[config.mk]
export PLATFORM = sky130hd
export DESIGN_NAME = mpy_unit
export DESIGN_NICKNAME = d
export VERILOG_FILES = /design/src/rtl/mpy_pkg.sv /design/src/rtl/mpy_decode.sv /design/src/rtl/mpy_core.sv /design/src/rtl/mpy_pscale.sv /design/src/rtl/mpy_unit.sv
export SDC_FILE = /design/constraint.sdc
export NUM_CORES = 1
export LEC_CHECK = 0
export BUFFER_PORTS_ARGS = -buffer_cell sky130_fd_sc_hd__buf_4
export CAP_MARGIN = 20
export CORE_MARGIN = 8
export CORE_UTILIZATION = 38
export DETAILED_ROUTE_END_ITERATION = 7
export HOLD_SLACK_MARGIN = 0.05
export SETUP_SLACK_MARGIN = 0.05
export SYNTH_ARGS = -nofsm -noshare
export SYNTH_HDL_FRONTEND = slang
export SYNTH_SLANG_ARGS = --single-unit
[constraint.sdc]
create_clock -name clk -period 9.4 [get_ports clk]
set_input_delay 1.41 -clock clk [delete_from_list [all_inputs] [get_ports clk]]
set_output_delay 1.41 -clock clk [all_outputs]
set_load 0.01 [all_outputs]
[src/rtl/mpy_pkg.sv]
package mpy_pkg;

   typedef enum logic [2:0] {
      OP_NOP  = 3'd0,
      OP_LDT  = 3'd1,
      OP_MPY  = 3'd2,
      OP_MPYU = 3'd3,
      OP_MPYK = 3'd4,
      OP_SQR  = 3'd5,
      OP_RSV  = 3'd6,
      OP_LDPH = 3'd7
   } mpy_op_e;

   typedef enum logic [1:0] {
      PM_NONE = 2'd0,
      PM_SHL1 = 2'd1,
      PM_SHL4 = 2'd2,
      PM_SHR6 = 2'd3
   } mpy_pm_e;

   typedef struct packed {
      logic load_t;     // write operand register
      logic load_p;     // write full product register
      logic load_ph;    // write product high half
      logic a_from_din; // multiplier input A taken from data input
      logic b_is_imm;   // multiplier input B is the short constant
      logic is_signed;  // operands sign-extended
   } mpy_ctl_t;

endpackage

[src/rtl/mpy_decode.sv]
module mpy_decode
   import mpy_pkg::*;
(
   input  logic [2:0] op,
   output mpy_ctl_t   ctl
);

   always_comb begin
      ctl = '0;
      unique case (op)
         OP_LDT:  ctl.load_t = 1'b1;
         OP_MPY:  begin
            ctl.load_p    = 1'b1;
            ctl.is_signed = 1'b1;
         end
         OP_MPYU: ctl.load_p = 1'b1;
         OP_MPYK: begin
            ctl.load_p    = 1'b1;
            ctl.b_is_imm  = 1'b1;
            ctl.is_signed = 1'b1;
         end
         OP_SQR:  begin
            ctl.load_p     = 1'b1;
            ctl.a_from_din = 1'b1;
            ctl.is_signed  = 1'b1;
         end
         OP_LDPH: ctl.load_ph = 1'b1;
         default: ctl = '0;
      endcase
   end

endmodule

[src/rtl/mpy_core.sv]
module mpy_core #(
   parameter int DW         = 16,
   parameter bit USE_NATIVE = 1'b1
) (
   input  logic [DW-1:0]   a,
   input  logic [DW-1:0]   b,
   input  logic            sgn,
   output logic [2*DW-1:0] prod
);

   localparam int PW = 2 * DW;

   logic [PW-1:0] a_ext;
   logic [PW-1:0] b_ext;

   // Extending to full product width and keeping PW bits of the
   // modular product yields the exact signed or unsigned result.
   assign a_ext = sgn ? {{DW{a[DW-1]}}, a} : {{DW{1'b0}}, a};
   assign b_ext = sgn ? {{DW{b[DW-1]}}, b} : {{DW{1'b0}}, b};

   generate
      if (USE_NATIVE) begin : g_native
         assign prod = a_ext * b_ext;
      end else begin : g_shift_add
         always_comb begin
            prod = '0;
            for (int i = 0; i < PW; i++) begin
               if (b_ext[i]) prod = prod + (a_ext << i);
            end
         end
      end
   endgenerate

endmodule

[src/rtl/mpy_pscale.sv]
module mpy_pscale #(
   parameter int PW    = 32,
   parameter int SHL_A = 1,
   parameter int SHL_B = 4,
   parameter int SHR_C = 6
) (
   input  logic [PW-1:0] p,
   input  logic [1:0]    mode,
   output logic [PW-1:0] q
);

   logic [PW-1:0] shl_a;
   logic [PW-1:0] shl_b;
   logic [PW-1:0] shr_c;

   assign shl_a = p << SHL_A;
   assign shl_b = p << SHL_B;
   assign shr_c = PW'($signed(p) >>> SHR_C);

   always_comb begin
      unique case (mode)
         2'd0:    q = p;
         2'd1:    q = shl_a;
         2'd2:    q = shl_b;
         default: q = shr_c;
      endcase
   end

endmodule

[src/rtl/mpy_unit.sv]
module mpy_unit
   import mpy_pkg::*;
#(
   parameter int DW         = 16,
   parameter int IMM_W      = 13,
   parameter bit USE_NATIVE = 1'b1,
   parameter int SHL_A      = 1,
   parameter int SHL_B      = 4,
   parameter int SHR_C      = 6
) (
   input  logic            clk,
   input  logic            rst_n,
   input  logic [2:0]      op_i,
   input  logic [15:0]     din_i,
   input  logic [1:0]      pm_i,
   output logic [15:0]     treg_o,
   output logic [31:0]     prod_scaled_o,
   output logic [15:0]     prod_hi_o,
   output logic [15:0]     prod_lo_o
);

   localparam int PW = 2 * DW;
   localparam int HW = PW / 2;

   generate
      if (DW != 16) begin : g_bad_dw
         $error("mpy_unit: port widths assume DW of 16");
      end
      if (IMM_W < 2 || IMM_W >= DW) begin : g_bad_imm
         $error("mpy_unit: IMM_W must lie in 2..DW-1");
      end
      if (SHL_A >= PW || SHL_B >= PW || SHR_C >= PW) begin : g_bad_sh
         $error("mpy_unit: shift amounts must be below product width");
      end
   endgenerate

   mpy_ctl_t      ctl;
   logic [DW-1:0] treg_q;
   logic [PW-1:0] preg_q;
   logic [DW-1:0] imm_ext;
   logic [DW-1:0] mul_a;
   logic [DW-1:0] mul_b;
   logic [PW-1:0] mul_p;
   logic [PW-1:0] scaled;

   mpy_decode u_dec (
      .op  (op_i),
      .ctl (ctl)
   );

   assign imm_ext = {{(DW-IMM_W){din_i[IMM_W-1]}}, din_i[IMM_W-1:0]};
   assign mul_a   = ctl.a_from_din ? din_i   : treg_q;
   assign mul_b   = ctl.b_is_imm   ? imm_ext : din_i;

   mpy_core #(
      .DW         (DW),
      .USE_NATIVE (USE_NATIVE)
   ) u_core (
      .a    (mul_a),
      .b    (mul_b),
      .sgn  (ctl.is_signed),
      .prod (mul_p)
   );

   always_ff @(posedge clk or negedge rst_n) begin
      if (!rst_n) begin
         treg_q <= '0;
      end else if (ctl.load_t) begin
         treg_q <= din_i;
      end
   end

   always_ff @(posedge clk or negedge rst_n) begin
      if (!rst_n) begin
         preg_q <= '0;
      end else if (ctl.load_p) begin
         preg_q <= mul_p;
      end else if (ctl.load_ph) begin
         preg_q[PW-1:HW] <= din_i;
      end
   end

   mpy_pscale #(
      .PW    (PW),
      .SHL_A (SHL_A),
      .SHL_B (SHL_B),
      .SHR_C (SHR_C)
   ) u_scale (
      .p    (preg_q),
      .mode (pm_i),
      .q    (scaled)
   );

   assign treg_o        = treg_q;
   assign prod_scaled_o = scaled;
   assign prod_hi_o     = scaled[PW-1:HW];
   assign prod_lo_o     = scaled[HW-1:0];

endmodule

==> summary.txt <==
Buf+Inv Stages, Crit Path -> 6
Post-synthesis cell area -> 16,000 µm²
Number of antenna-violating nets in the routed design -> 0
Pin count of the biggest net entering global routing -> 64
Highest-delay cell along the critical path -> fa_1
DRC -> 0
First-pass GRT wire length -> 70,900 µm
Hold/Removal Path Class -> flip-flop to flip-flop
Layout area overhead -> 9.13%
Critical Path AT -> 9.08 ns
Clk sinks -> 48
Die H -> 221 µm
Clock Root Buffer -> clkbuf_16
#FFs+latches synth -> 48
Placed inst area -> 17,300 µm²
Drt first pass iters -> 5
Clk pin slew, worst setup/hold paths -> 0.07 ns
GPL Wtd Cong -> 0.927
CP endpoint kind -> flip-flop
Worst setup margin -> 0.495 ns
GRT Total Usage -> 0.183
Crit path kind -> input pin to flip-flop
Min Tclk post-route -> 8.90 ns
Core area -> 41,800 µm²
Least-Margin Pin Slew -> 0.874 ns
Share of layout cells above drive strength 1 -> 0.133
Main flop type after synthesis -> dfrtp_1
Number of H-tree levels -> 2
# IOs -> 103
Post-synth EDFFs -> 0
Fillers -> 4,112
Syn. warnings -> 0
Average routed wire per standard cell -> 19.7 µm
Pre-CTS WS -> 0.121 ns
Final Skew -> 0.0152 ns
Final Cell Area -> 17,500 µm²
Final hold violation count -> 0
Starting DRT DRC Count -> 723
Port buffer count -> 102
Die area -> 48,900 µm²
Final hold slack -> 0.552 ns
Initial antenna violation count -> 0
Starting Density -> 0.383
Setup TNS Final -> 0 ns
# diodes -> 0
Asr flop ratio synth -> 1.00
RSZ-0062 raised after global routing -> no
CTS Buf Count -> 5
Synthesized area per cell -> 9.63 µm²
Status -> finished, final reports clean
Cells after Synth -> 1,661
Max_slew headroom -> 0.401
Max Cap Violations -> 0
CTS tree -> built
Clock Path Buffers -> 2
Setup crit start kind -> input pin
Vias per inst -> 5.12
Total grt overflow -> 0
Slowest Stage Delay on Critical Path -> 0.55 ns
Fin crit share -> 0.947
Fin nets -> 2,196
Routed Wire Length -> 44,400 µm
Max-slew violation count -> 0
Net Count, Synth -> 2,147
Worst EP required -> 9.57 ns
# setup viols final -> 0
Fmax -> 112 MHz
Crit-path leading delay family -> adder cells
Most used cell, CP -> fa_1
Critical Path Fanout Max -> 5
Clock Latency Late Sink -> 0.31 ns
Via count -> 11,519
Chip width -> 221 µm
Dpl hpwl -> 37,500 µm
Std-Cell Rows -> 75
Register area share after synthesis -> 0.0751
Vias in the first global route -> 12,677
Synth cell types -> 55
[logic make-up (layout without fill, tap and decap cells)]
family / count (synthesis) / after routing / synth area share
AO/OA/AOI/OAI: 149 / 149 / 0.0594
XOR/XNOR: 61 / 61 / 0.0343
adder cells (fa/ha/maj): 463 / 463 / 0.519
buffers and inverters: 438 / 488 / 0.111
flip-flops: 48 / 48 / 0.0751
multiplexers: 76 / 76 / 0.0708
AND/OR/NAND/NOR: 426 / 426 / 0.131
[synth_stat cells (all sizes together), types with 3 or more instances]
| master | n | area share |
|---|---|---|
| o21ai | 37 | 0.012 |
| nor2 | 92 | 0.022 |
| clkbuf | 65 | 0.015 |
| nor2b | 38 | 0.015 |
| nand3b | 4 | 0.0019 |
| dfrtp | 48 | 0.075 |
| fa | 334 | 0.42 |
| and4 | 3 | 0.0016 |
| xor2 | 16 | 0.0088 |
| nand3 | 5 | 0.0016 |
| mux2 | 25 | 0.018 |
| and2 | 92 | 0.036 |
| a211oi | 10 | 0.0047 |
| o21a | 10 | 0.0047 |
| nand2b | 16 | 0.0063 |
| a21oi | 40 | 0.013 |
| o21bai | 5 | 0.0023 |
| buf | 40 | 0.017 |
| nand2 | 147 | 0.034 |
| or2 | 10 | 0.0039 |
| o31ai | 6 | 0.0028 |
| o211ai | 7 | 0.0033 |
| mux2i | 24 | 0.015 |
| nor3 | 8 | 0.0038 |
| a31oi | 3 | 0.0021 |
| a21o | 18 | 0.0084 |
| and3 | 5 | 0.0020 |
| o2bb2ai | 3 | 0.0016 |
| ha | 129 | 0.10 |
| xnor2 | 44 | 0.024 |
| mux4 | 27 | 0.038 |
| inv | 333 | 0.078 |
[cell type report]
type                    count  area [µm²]  area share
clock inverters             3        46.3     0.00265
flip-flops and latches     48        1200      0.0688
multi-input cells        1175       13000       0.747
repair buffers            147        1120      0.0639
clock buffers               5         125     0.00717
inverters                 333        1250      0.0716
well taps                 539         674      0.0386
[layout by cell type, fill, tap and decap left out, types with 6 or more instances in the layout]
master    instances
buf_4           146
nand2_1         147
xnor2_1          44
a21o_1           18
xor2_1           16
fa_1            334
and2_1           92
or2_2             6
dfrtp_1          48
o21ai_1           6
mux2_2           25
o211ai_1          7
a21oi_1          39
inv_1           333
nor2_1           87
nand2b_1         16
o21ai_0          31
a211oi_1         10
o31ai_1           6
o21a_1           10
mux2i_1          23
ha_1            128
nor2b_1          38
mux4_2           27
[final timing paths]
| check | startpoint | end | slack [ns] | depth (start not counted) |
|---|---|---|---|---|
| worst max-delay path | op_i[1] | preg_q[31] | 0.50 | 28 |
| worst min-delay path | preg_q[5] | preg_q[5] | 0.55 | 2 |
| worst max register to register | treg_o[15] | preg_q[31] | 1.72 | 23 |
| worst min register to register | preg_q[5] | preg_q[5] | 0.55 | 2 |
| max in group asynchronous | rst_n | treg_o[9] | 7.77 | 1 |
| min in group asynchronous | rst_n | preg_q[0] | 1.15 | 1 |
[metrics by stage]
step,utilization,cells
detailed placement,0.414,2242
CTS,0.418,2250
global placement,0.414,2242
global route,0.418,2250
finish,0.418,2250
floorplan,-,1661
[flip-flops by register name (all words and copies together), names as in the netlist]
register / flops
preg_q: 32
treg_o: 16
[worst reg2reg max path, delay by kind of cell (launching register included)]
kind / cells / cell delay, ns
AOI/OAI and AO/OA: 1 / 0.07
xor gates and xnor gates: 8 / 1.83
adders and majority gates: 8 / 4.08
buffers and inverters: 3 / 0.41
DFF: 1 / 0.46
muxes: 1 / 0.30
and+or+nand+nor: 2 / 0.37
[metal layers]
layer | GRT usage | part of all wire | up-vias
met5 | 0 | 0 | -
met4 | 0.0706 | 0.039 | 0
met3 | 0.0270 | 0.048 | 76
met2 | 0.320 | 0.51 | 304
met1 | 0.227 | 0.40 | 5980
li1 | - | - | 5159
[what timing repair did]
action                                  4_1_cts  5_1_grt
endpoints found under the setup margin        0        1
buffers inserted                              0        0
hold endpoints to repair                      0        0
hold buffers                                  0        0
resized for setup                             0        4
Power is not shown: default switching activity piles up to over one toggle a cycle in this logic, so the estimate is an artifact.
